--- src/rtl/xmem_pkg.sv ---
package xmem_pkg;

  localparam logic [1:0] MODE_INT   = 2'b00;
  localparam logic [1:0] MODE_SPLIT = 2'b01;
  localparam logic [1:0] MODE_BANK  = 2'b10;
  localparam logic [1:0] MODE_EXT   = 2'b11;

  typedef struct packed {
    logic       sep;       // 1 = separate address/data pins
    logic [1:0] mode;      // steering mode
    logic [1:0] ale_code;  // latch-enable width code
  } xcfg_t;

  typedef enum logic [1:0] {
    BS_IDLE = 2'd0,
    BS_AHI  = 2'd1,
    BS_ALO  = 2'd2,
    BS_STB  = 2'd3
  } bus_st_t;

endpackage

--- src/rtl/xmem_regs.sv ---
module xmem_regs
  import xmem_pkg::*;
#(
  parameter int DATA_W = 8
) (
  input  logic              clk,
  input  logic              rst,
  input  logic              cfg_we,
  input  logic [DATA_W-1:0] cfg_wdata,
  input  logic              pg_we,
  input  logic [DATA_W-1:0] pg_wdata,
  output xcfg_t             cfg,
  output logic [DATA_W-1:0] cfg_rdata,
  output logic [DATA_W-1:0] pg_rdata
);

  localparam int CFG_W = $bits(xcfg_t);

  xcfg_t             cfg_q;
  logic [DATA_W-1:0] pg_q;
  logic              unused_cfg_hi;

  assign unused_cfg_hi = ^cfg_wdata[DATA_W-1:CFG_W];

  always_ff @(posedge clk) begin
    if (rst) begin
      cfg_q <= '{sep: 1'b0, mode: MODE_INT, ale_code: 2'b11};
      pg_q  <= '0;
    end else begin
      if (cfg_we) cfg_q <= xcfg_t'(cfg_wdata[CFG_W-1:0]);
      if (pg_we)  pg_q  <= pg_wdata;
    end
  end

  assign cfg       = cfg_q;
  assign cfg_rdata = {{(DATA_W-CFG_W){1'b0}}, cfg_q};
  assign pg_rdata  = pg_q;

  // register values right after reset
  a_r1_reset_values: assert property (@(posedge clk) disable iff (rst)
    $past(rst) |-> (cfg_rdata == DATA_W'(8'h03) && pg_rdata == '0));

endmodule

--- src/rtl/xmem_steer.sv ---
module xmem_steer
  import xmem_pkg::*;
#(
  parameter int ADDR_W     = 16,
  parameter int DATA_W     = 8,
  parameter int SPLIT_BOUND = 4096
) (
  input  logic [1:0]        mode,
  input  logic              wide,
  input  logic [ADDR_W-1:0] addr,
  input  logic [DATA_W-1:0] page,
  input  logic [DATA_W-1:0] port_hi,
  output logic [ADDR_W-1:0] eff,
  output logic              onchip
);

  localparam int HI_W = ADDR_W - DATA_W;

  logic [HI_W-1:0] upper;

  always_comb begin
    if (wide)                    upper = addr[ADDR_W-1:DATA_W];
    else if (mode == MODE_SPLIT) upper = HI_W'(port_hi);
    else                         upper = HI_W'(page);
    eff = {upper, addr[DATA_W-1:0]};
    unique case (mode)
      MODE_INT:   onchip = 1'b1;
      MODE_SPLIT,
      MODE_BANK:  onchip = (eff < ADDR_W'(SPLIT_BOUND));
      default:    onchip = 1'b0;
    endcase
  end

endmodule

--- src/rtl/xmem_sram.sv ---
module xmem_sram #(
  parameter int AW = 8,
  parameter int DW = 8
) (
  input  logic          clk,
  input  logic          en,
  input  logic          we,
  input  logic [AW-1:0] a,
  input  logic [DW-1:0] wd,
  output logic [DW-1:0] q
);

  localparam int DEPTH = 1 << AW;

  logic [DW-1:0] mem [DEPTH];

  always_ff @(posedge clk) begin
    if (en) begin
      if (we) mem[a] <= wd;
      q <= mem[a];
    end
  end

endmodule

--- src/rtl/xmem_bus.sv ---
module xmem_bus
  import xmem_pkg::*;
#(
  parameter int ADDR_W = 16,
  parameter int DATA_W = 8
) (
  input  logic              clk,
  input  logic              rst,
  input  logic              start,
  input  logic              sep,
  input  logic [1:0]        code,
  input  logic              we,
  input  logic [ADDR_W-1:0] eff,
  input  logic [DATA_W-1:0] wdata,
  input  logic [DATA_W-1:0] xd_in,
  output logic              busy,
  output logic              rdy,
  output logic [DATA_W-1:0] rq,
  output logic [ADDR_W-DATA_W-1:0] xa_hi,
  output logic [DATA_W-1:0] xa_lo,
  output logic [DATA_W-1:0] xd_out,
  output logic              xd_oe,
  output logic              xale,
  output logic              xrd_n,
  output logic              xwr_n
);

  bus_st_t           st;
  logic [1:0]        cnt;
  logic [1:0]        code_q;
  logic              we_q;
  logic [DATA_W-1:0] wd_q;

  always_ff @(posedge clk) begin
    if (rst) begin
      st     <= BS_IDLE;
      cnt    <= '0;
      code_q <= '0;
      we_q   <= 1'b0;
      wd_q   <= '0;
      busy   <= 1'b0;
      rdy    <= 1'b0;
      rq     <= '0;
      xa_hi  <= '0;
      xa_lo  <= '0;
      xd_out <= '0;
      xd_oe  <= 1'b0;
      xale   <= 1'b0;
      xrd_n  <= 1'b1;
      xwr_n  <= 1'b1;
    end else begin
      rdy <= 1'b0;
      unique case (st)
        BS_IDLE: begin
          if (start) begin
            busy   <= 1'b1;
            xa_hi  <= eff[ADDR_W-1:DATA_W];
            code_q <= code;
            we_q   <= we;
            wd_q   <= wdata;
            if (!sep) begin
              st     <= BS_AHI;
              cnt    <= code;
              xale   <= 1'b1;
              xa_lo  <= '0;
              xd_out <= eff[DATA_W-1:0];
              xd_oe  <= 1'b1;
            end else begin
              st    <= BS_STB;
              xa_lo <= eff[DATA_W-1:0];
              if (we) begin
                xwr_n  <= 1'b0;
                xd_out <= wdata;
                xd_oe  <= 1'b1;
              end else begin
                xrd_n <= 1'b0;
                xd_oe <= 1'b0;
              end
            end
          end
        end
        BS_AHI: begin
          if (cnt == 2'd0) begin
            xale <= 1'b0;
            cnt  <= code_q;
            st   <= BS_ALO;
          end else begin
            cnt <= cnt - 2'd1;
          end
        end
        BS_ALO: begin
          if (cnt == 2'd0) begin
            st <= BS_STB;
            if (we_q) begin
              xwr_n  <= 1'b0;
              xd_out <= wd_q;
              xd_oe  <= 1'b1;
            end else begin
              xrd_n <= 1'b0;
              xd_oe <= 1'b0;
            end
          end else begin
            cnt <= cnt - 2'd1;
          end
        end
        default: begin
          if (!we_q) rq <= xd_in;
          xrd_n <= 1'b1;
          xwr_n <= 1'b1;
          xd_oe <= 1'b0;
          busy  <= 1'b0;
          rdy   <= 1'b1;
          st    <= BS_IDLE;
        end
      endcase
    end
  end

  // strobes are mutually exclusive
  a_r9_strobe_excl: assert property (@(posedge clk) disable iff (rst)
    !(!xrd_n && !xwr_n));

  // data lines released while reading
  a_r9_read_float: assert property (@(posedge clk) disable iff (rst)
    !xrd_n |-> !xd_oe);

  // latch-enable only while the address is on the lines
  a_r7_ale_drives: assert property (@(posedge clk) disable iff (rst)
    xale |-> (xd_oe && xrd_n && xwr_n && busy));

  // latch-enable falls at least one clock before the strobe
  a_r7_low_phase: assert property (@(posedge clk) disable iff (rst)
    $fell(xale) |-> (xrd_n && xwr_n));

  // separate-form cycle never raises latch-enable
  a_r8_no_ale_sep: assert property (@(posedge clk) disable iff (rst)
    (st == BS_IDLE && start && sep) |=> !xale);

endmodule

--- src/rtl/xmem_ctrl.sv ---
module xmem_ctrl
  import xmem_pkg::*;
#(
  parameter int ADDR_W      = 16,
  parameter int DATA_W      = 8,
  parameter int RAM_AW      = 8,
  parameter int SPLIT_BOUND = 4096
) (
  input  logic              clk,
  input  logic              rst,
  input  logic              cpu_req,
  input  logic              cpu_we,
  input  logic              cpu_wide,
  input  logic [ADDR_W-1:0] cpu_addr,
  input  logic [DATA_W-1:0] cpu_wdata,
  output logic [DATA_W-1:0] cpu_rdata,
  output logic              cpu_busy,
  output logic              cpu_rdy,
  input  logic [DATA_W-1:0] port_hi,
  input  logic              cfg_we,
  input  logic [DATA_W-1:0] cfg_wdata,
  output logic [DATA_W-1:0] cfg_rdata,
  input  logic              pg_we,
  input  logic [DATA_W-1:0] pg_wdata,
  output logic [DATA_W-1:0] pg_rdata,
  output logic [ADDR_W-DATA_W-1:0] xa_hi,
  output logic [DATA_W-1:0] xa_lo,
  output logic [DATA_W-1:0] xd_out,
  output logic              xd_oe,
  input  logic [DATA_W-1:0] xd_in,
  output logic              xale,
  output logic              xrd_n,
  output logic              xwr_n
);

  xcfg_t             cfg;
  logic [ADDR_W-1:0] eff;
  logic              onchip;
  logic              accept;
  logic              ram_en;
  logic              ext_start;
  logic [DATA_W-1:0] ram_q;
  logic [DATA_W-1:0] bus_rq;
  logic              bus_busy;
  logic              bus_rdy;
  logic              ram_rdy;
  logic              src_ram;

  xmem_regs #(.DATA_W(DATA_W)) u_regs (
    .clk(clk), .rst(rst),
    .cfg_we(cfg_we), .cfg_wdata(cfg_wdata),
    .pg_we(pg_we), .pg_wdata(pg_wdata),
    .cfg(cfg), .cfg_rdata(cfg_rdata), .pg_rdata(pg_rdata)
  );

  xmem_steer #(.ADDR_W(ADDR_W), .DATA_W(DATA_W), .SPLIT_BOUND(SPLIT_BOUND)) u_steer (
    .mode(cfg.mode), .wide(cpu_wide), .addr(cpu_addr),
    .page(pg_rdata), .port_hi(port_hi),
    .eff(eff), .onchip(onchip)
  );

  assign accept    = cpu_req && !bus_busy;
  assign ram_en    = accept && onchip;
  assign ext_start = accept && !onchip;

  xmem_sram #(.AW(RAM_AW), .DW(DATA_W)) u_ram (
    .clk(clk), .en(ram_en), .we(cpu_we),
    .a(eff[RAM_AW-1:0]), .wd(cpu_wdata), .q(ram_q)
  );

  xmem_bus #(.ADDR_W(ADDR_W), .DATA_W(DATA_W)) u_bus (
    .clk(clk), .rst(rst), .start(ext_start),
    .sep(cfg.sep), .code(cfg.ale_code), .we(cpu_we),
    .eff(eff), .wdata(cpu_wdata), .xd_in(xd_in),
    .busy(bus_busy), .rdy(bus_rdy), .rq(bus_rq),
    .xa_hi(xa_hi), .xa_lo(xa_lo), .xd_out(xd_out), .xd_oe(xd_oe),
    .xale(xale), .xrd_n(xrd_n), .xwr_n(xwr_n)
  );

  always_ff @(posedge clk) begin
    if (rst) begin
      ram_rdy <= 1'b0;
      src_ram <= 1'b0;
    end else begin
      ram_rdy <= ram_en;
      if (ram_en)         src_ram <= 1'b1;
      else if (ext_start) src_ram <= 1'b0;
    end
  end

  assign cpu_busy  = bus_busy;
  assign cpu_rdy   = ram_rdy | bus_rdy;
  assign cpu_rdata = src_ram ? ram_q : bus_rq;

  // on-chip access leaves the external bus quiet
  a_r11_onchip_quiet: assert property (@(posedge clk) disable iff (rst)
    ram_en |=> (xrd_n && xwr_n && !xale && !cpu_busy));

  // ready never overlaps busy
  a_r10_rdy_not_busy: assert property (@(posedge clk) disable iff (rst)
    cpu_rdy |-> (!cpu_busy && xrd_n && xwr_n));

  // mode 11 never reaches the RAM
  a_r5_ext_only: assert property (@(posedge clk) disable iff (rst)
    (accept && cfg.mode == MODE_EXT) |=> cpu_busy);

endmodule

--- config.mk ---
export PLATFORM = sky130hd
export DESIGN_NAME = xmem_ctrl
export DESIGN_NICKNAME = d
export VERILOG_FILES = /design/src/rtl/xmem_pkg.sv /design/src/rtl/xmem_regs.sv /design/src/rtl/xmem_steer.sv /design/src/rtl/xmem_sram.sv /design/src/rtl/xmem_bus.sv /design/src/rtl/xmem_ctrl.sv
export SDC_FILE = /design/constraint.sdc
export NUM_CORES = 2
export LEC_CHECK = 0
export BUFFER_PORTS_ARGS = -buffer_cell sky130_fd_sc_hd__buf_2
export CORE_MARGIN = 4
export CORE_UTILIZATION = 55
export DETAILED_ROUTE_END_ITERATION = 6
export PLACE_DENSITY = 0.81
export SYNTH_ARGS = -nofsm -noshare
export SYNTH_HDL_FRONTEND = slang
export SYNTH_SLANG_ARGS = --single-unit
--- constraint.sdc ---
create_clock -name clk -period 4.2 [get_ports clk]
set_clock_uncertainty 0.2 [all_clocks]
set_input_delay 0 -clock clk [delete_from_list [all_inputs] [get_ports clk]]
set_output_delay 0 -clock clk [all_outputs]
set_load 0.02 [all_outputs]
Word level (Yosys, flattened, before mapping)
Memories as Yosys holds them, arrays and structs flattened. A register that Yosys moved wholly into a read port is not among the register bits.
Cells that the tools add are included.
{ "word_totals": {"reg_bits": 68, "word_cells": 119, "output_inout_bits": 54, "memories": 1, "ramBits": 2048, "in_bits": 63} }
{ "classes": {"add_sub_neg": 1, "magnitude_cmp": 1, "bitwise": 5, "n_reduce_logical": 25, "n_eq_ne": 15, "muxes": 50} }
{ "memory_table": {"columns": ["name", "depth", "word_bits", "rd", "rd_ports_with_merged_regs", "write_ports", "line_no", "source"], "rows": [
  ["u_ram.mem", 256, 8, 1, 1, 1, "xmem_sram.sv:15", "logic [DW-1:0] mem [DEPTH];"]
]} }
{ "op_table": {"columns": ["operator", "n"], "rows": [
  ["$mux 8", 9],
  ["$mux 1", 24],
  ["$lt 16x13->1 const B", 1],
  ["$mux 2", 8],
  ["$pmux 8 s2", 1],
  ["$ne 2x2->1 const B", 7],
  ["$pmux 2 s3", 2],
  ["$reduce_and 6->1", 2],
  ["$pmux 1 s3", 3],
  ["$reduce_and 4->1", 2],
  ["$logic_not 2->1", 3],
  ["$ne 2x1->1 const B", 3],
  ["$pmux 1 s2", 3],
  ["$reduce_and 2->1", 3],
  ["$reduce_and 3->1", 2],
  ["$reduce_bool 2->1", 3],
  ["$reduce_and 5->1", 1],
  ["$eq 2x1->1 const B", 2],
  ["$eq 2x2->1 const B", 2],
  ["$not 1->1", 4],
  ["$reduce_or 2->1", 2],
  ["$logic_and 1x1->1", 3],
  ["$ne 3x3->1 const B", 1],
  ["$reduce_bool 3->1", 1],
  ["4 further kinds", 5]
]} }

Logic depth before layout (Yosys ltp)
{ "logic_depth": {"word_depth": 9, "mapped_depth": 11, "depth_no_buf": 8} }

Hierarchy
From an unflattened synthesis, not the netlist that was laid out.
{ "unflattened": {"cells_unflattened": 3928, "hier_area_um2": 81852.3} }
{ "modules_own_cells": {"columns": ["module", "instances", "area_each_um2", "cells_per_inst", "seq_area_each_um2"], "rows": [
  ["xmem_sram", 1, 78363.9, 3525, 61739.2],
  ["xmem_bus", 1, 2424.8, 288, 1061.0],
  ["xmem_regs", 1, 533.0, 51, 260.2],
  ["xmem_steer", 1, 310.3, 45, 0.0],
  ["xmem_ctrl", 1, 220.2, 19, 40.0]
]} }

Worst setup path after synthesis
No wires, ideal clock.
{ "synth_path": {"path_kind": "reg2reg", "from": "register u_regs.cfg_q, in the netlist u_regs.cfg[3]", "to": "memory u_ram.mem[100][0], enable pin", "setup_slack_ns": 0.690, "period_less_slack_ns": 3.510, "arrival_ns": 2.939, "path_buffers": 3, "t_required_ns": 3.630, "path_stages_with_launch": 12, "setup_time_ns": 0.370, "cell_sequence": "dfxtp_1 -> inv_1 -> ha_1 -> buf_4 -> mux2i_1 -> o21ai_0 -> o41a_1 -> nor4b_2 -> buf_2 -> buf_4 -> nand3_2 -> nor2_1"} }
{ "synth_between": {"elab_chain_len": 8, "word_cells_on_any_way": 11, "classes_between": "order compare (1); eq/ne (2); mux (5); reduce/logical (3)"} }
{ "synth_rtl": {"columns": ["element", "line_no", "source"], "rows": [
  ["start: declaration", "xmem_regs.sv:19", "xcfg_t cfg_q;"],
  ["start signal: assignment", "xmem_regs.sv:27", "cfg_q <= '{sep: 1'b0, mode: MODE_INT, ale_code: 2'b11};"],
  ["start signal: assignment", "xmem_regs.sv:30", "if (cfg_we) cfg_q <= xcfg_t'(cfg_wdata[CFG_W-1:0]);"],
  ["$eq 2x1->1", "xmem_steer.sv:23, xmem_steer.sv:26", null],
  ["$mux 8", "xmem_steer.sv:23", "else if (mode == MODE_SPLIT) upper = HI_W'(port_hi);"],
  ["$mux 8", "xmem_steer.sv:22", "if (wide) upper = addr[ADDR_W-1:DATA_W];"],
  ["$lt 16x13->1", "xmem_steer.sv:29", "MODE_BANK: onchip = (eff < ADDR_W'(SPLIT_BOUND));"],
  ["$pmux 1 s2 *", "xmem_steer.sv:26", "unique case (mode)"],
  ["$logic_and 1x1->1 *", "xmem_ctrl.sv:63", "assign ram_en = accept && onchip;"],
  ["$mux 1 *", "xmem_sram.sv:18", "if (en) begin"],
  ["$mux 1 (implied by the code) *", "xmem_sram.sv:19", "if (we) mem[a] <= wd;"],
  ["end: declaration", "xmem_sram.sv:15", null]
]} }
Every way passes the cells marked *; elsewhere a longest branch is shown, timed or not.

Worst setup path in the final report
{ "layout_path": {"from": "input cpu_addr[13]", "to": "memory u_ram.mem[249][4], enable pin"} }
{ "layout_between": {"elab_chain_len": 6} }
{ "layout_rtl": {"columns": ["element", "line_no", "source"], "rows": [
  ["start: declaration", "xmem_ctrl.sv:14", "input logic [ADDR_W-1:0] cpu_addr,"],
  ["$mux 8", "xmem_steer.sv:22", null],
  ["$lt 16x13->1", "xmem_steer.sv:29", null],
  ["$pmux 1 s2", "xmem_steer.sv:26", null],
  ["$logic_and 1x1->1", "xmem_ctrl.sv:63", null],
  ["$mux 1", "xmem_sram.sv:18", null],
  ["$mux 1 (implied by the code)", "xmem_sram.sv:19", null]
]} }
No other way between the ends.

==> results.txt <==
Core area = 148000 µm²
Die H = 395 µm
CTS buffer count = 192
Critical Path Fanout Max = 17
EDFF count, synth = 2056
Drt drc = 5
Routed wire length = 230000 µm
Overflow after GRT = 0
Tmin final = 4230 ps
Vias per std cell = 6.90
Reg2Reg Setup Slack = -30 ps
Crit path from = cpu_addr[13]
Gate count of the mapped netlist = 3828
H-tree depth = 4
Tot GR Track Use = 29.6%
Critical path, cell by cell = dlygate4sd3_1, buf_2, dlygate4sd3_1, nand2_1, dlygate4sd3_1, o21ai_0, o41a_1, nor4b_4, buf_4, buf_4, nand2_1, nor2_1, buf_4
Crit Reg-Reg Endpoint = u_bus.xa_hi[2]$_SDFFE_PP0P_
Clock power share = 39.5%
Synth area leader = edfxtp_1
Register area share after synthesis = 76.6%
Final Max Slew Viols = 0
Clock Tree Root = clkbuf_16
Failing checks = DRC, setup timing
Lkg Pwr = 31.0 nW
CP Class = input pin to register
Avg Synthesized Cell Area = 21.5 µm²
Die ar. = 156000 µm²
Post-Syn Area = 82400 µm²
Clk_lat worst skew = 840 ps
PortBufs = 110
Site Rows = 141
DRT Pass-1 Iters = 7
Sequential group share of total power = 53.3%
Yosys warns = 0
Comb pwr share = 7.2%
CTS clock-pin slew for the worst setup and hold paths = 70 ps
WL/cell = 34.5 µm
Largest net degree at the start of global routing = 159
Fin nets = 4554
Die W = 395 µm
Count of different cell masters after synthesis = 63
Worst setup SP type = input pin
ANT nets after route = 0
Setup violators final = 20
CP arrival = 4570 ps
DP HPWL = 127000 µm
First-pass GRT wire length = 333000 µm
Delay-heaviest family, CP = buffers and inverters
Worst min path class = input pin to register
Peak VDD IR = 361 µV
CP Depth = 13
FMAX = 0.236 GHz
Final WS setup = -34.7 ps
Initial antenna violation count = 12
Slew @ Worst Pin = 1400 ps
Area Overhead vs Synth = 16.3%
CP max stage cell = dlygate4sd3_1
Synthesized flop and latch total = 2124
Clock Sinks = 2124
Synth top area share = 74.9%
CTS tree = built
Worst r2r path cells = 13
Synth async-reset ratio = 0%
RSZ-0062 raised after global routing = yes
I/O pins = 117
WP data required = 4540 ps
Internal power = 34.0 mW
Design Power = 43.9 mW
Worst R2R Start = u_regs.cfg[3]$_SDFFE_PP0P_
Max-cap violations = 0
Drt initial violations = 7648
Switching part of the total power = 22.6%
Via count = 45900
GPL Wtd Cong = 0.905
WHS = 68.3 ps
Worst setup EP type = register
Buf/Inv on CP = 7
Most common flop cell mapped by yosys = edfxtp_1
Relative slew margins = 5.57%
Worst setup path endpoint = u_ram.mem[249][4]$_DFFE_PP_
Vias in the first global route = 46400
Final Hold Fails = 0
Final Cycle Share = 101%
Switching pwr = 9.94 mW
Layout cells sized above 1 = 30.6%
Max stage delay on crit path = 580 ps
Cell Pwr Density = 459 nW/µm²
Clock buffer depth = 3
Initial Utilization = 55.6%
Status = complete, but fails checks
Synth area leaders = edfxtp_1 (75%), mux4_2 (15%), dfxtp_1 (1.7%), nor2_1 (1.4%), mux2i_1 (1.1%)
==> Yosys cell counts, types with 3 or more instances <==
cell type / count
edfxtp_1: 2056
mux4_2: 566
nor2_1: 316
clkbuf_1: 119
mux2i_1: 92
nand2_1: 70
dfxtp_1: 68
a22o_1: 52
buf_2: 51
a221oi_1: 45
o21ai_0: 39
a22oi_1: 36
a21oi_1: 34
buf_4: 32
nand3_1: 30
nor3_1: 25
o22ai_1: 15
buf_6: 14
inv_1: 14
o31ai_1: 13
buf_1: 12
nor2b_1: 12
nand4_1: 11
nand3_2: 10
ha_1: 8
mux2_2: 8
o32ai_1: 7
and2_1: 6
nand2b_1: 6
nor4_1: 5
or3_1: 5
a211oi_1: 4
a21o_1: 4
a211o_1: 3
o211ai_1: 3
or2_2: 3
or4_1: 3
==> state kept, by name (all words and copies together) (netlist names), 2 cells and up <==
register,cells
u_bus.wd_q,8
u_regs.pg_rdata,8
u_ram.q,8
u_bus.code_q,2
u_bus.st,2
u_bus.cnt,2
u_bus.xa_hi,8
u_bus.xa_lo,8
u_bus.rq,8
u_regs.cfg,5
u_ram.mem,2048
u_bus.xd_out,8
==> power groups by stage <==
stage / sequential (mW) / clock (mW) / combinational, mW
final: 23.4 / 17.3 / 3.18
after global routing: 23.4 / 18.4 / 3.29
after CTS: 23.4 / 17.4 / 3.04
after detailed placement: 23.9 / 0 / 2.85
after global placement: 23.9 / 0 / 2.76
after floorplan: 23.9 / 0 / 1.56
==> cell families (layout without fill, tap and decap cells) <==
group	Yosys count	count (layout)	synth area share, %
other cells	1	9	0.00455
flops	2124	2124	76.6
compound gates	273	273	2.44
simple gates	513	513	2.73
mux	666	666	16.7
buf+inv	243	1050	1.46
fa+ha+maj	8	8	0.121
==> worst min path at each step <==
stage | end | start | depth (start not counted) | slack (ps)
global placement | u_regs.cfg[1]$_SDFFE_PP1P_ | cfg_wdata[1] | 3 | 20
finish | u_ram.mem[138][1]$_DFFE_PP_ | cpu_wdata[1] | 2 | 70
floorplan | u_ram.mem[0][0]$_DFFE_PP_ | cpu_wdata[0] | 0 | -100
CTS | u_bus.xa_lo[3]$_SDFFE_PP0P_ | cpu_addr[3] | 3 | 20
global route | u_bus.xa_lo[3]$_SDFFE_PP0P_ | cpu_addr[3] | 3 | 80
detailed placement | u_regs.cfg[1]$_SDFFE_PP1P_ | cfg_wdata[1] | 3 | 20
==> stage by stage <==
step / utilization, % / setup WS (ps) / setup TNS (ps) / instance area (µm²) / instances
after floorplan: - / 690 / 0 / 82400 / 3830
after global placement: 59.4 / 326 / 0 / 88200 / 6144
after detailed placement: 59.4 / 204 / 0 / 88200 / 6144
after CTS: 64.6 / 141 / 0 / 95800 / 6639
after global routing: 64.6 / -161 / -36390 / 95800 / 6640
final: 64.6 / -34.7 / -408 / 95800 / 6645
==> metal layers <==
| metal | GRT usage, % | share of wire (%) | vias up |
|---|---|---|---|
| met3 | 7.82 | 13 | 922 |
| li1 | - | - | 17300 |
| met1 | 38.2 | 32 | 23200 |
| met2 | 45.8 | 47 | 4376 |
| met4 | 17.8 | 7.4 | 10 |
| met5 | 0.0616 | 0.030 | - |
==> cells in the final DEF (no fill, tap or decap), types with 45 or more instances in the layout <==
cell type / n
nand2_1: 69
dlygate4sd3_1: 147
nor2_1: 315
clkbuf_16: 192
dfxtp_1: 67
buf_2: 99
a221oi_1: 45
mux4_2: 566
edfxtp_1: 2056
a22o_1: 52
buf_4: 393
mux2i_1: 92
==> layout make-up <==
type,count,area [µm²]
Tap cell,2002,2500
Inverter,15,61.3
Timing Repair Buffer,687,5820
Clock inverter,124,1210
Fill cell,8632,52500
Antenna cell,6,15.0
Sequential cell,2124,63100
Multi-Input combinational cell,1463,18200
Clock buffer,224,4920
==> what timing repair did <==
action,CTS,global route
endpoints found under the hold margin,1222,0
resized for setup,0,5
buffers inserted,0,0
hold buffers,147,0
setup endpoints to repair,0,976
No activity file was read; power rests on OpenSTA's default activity.
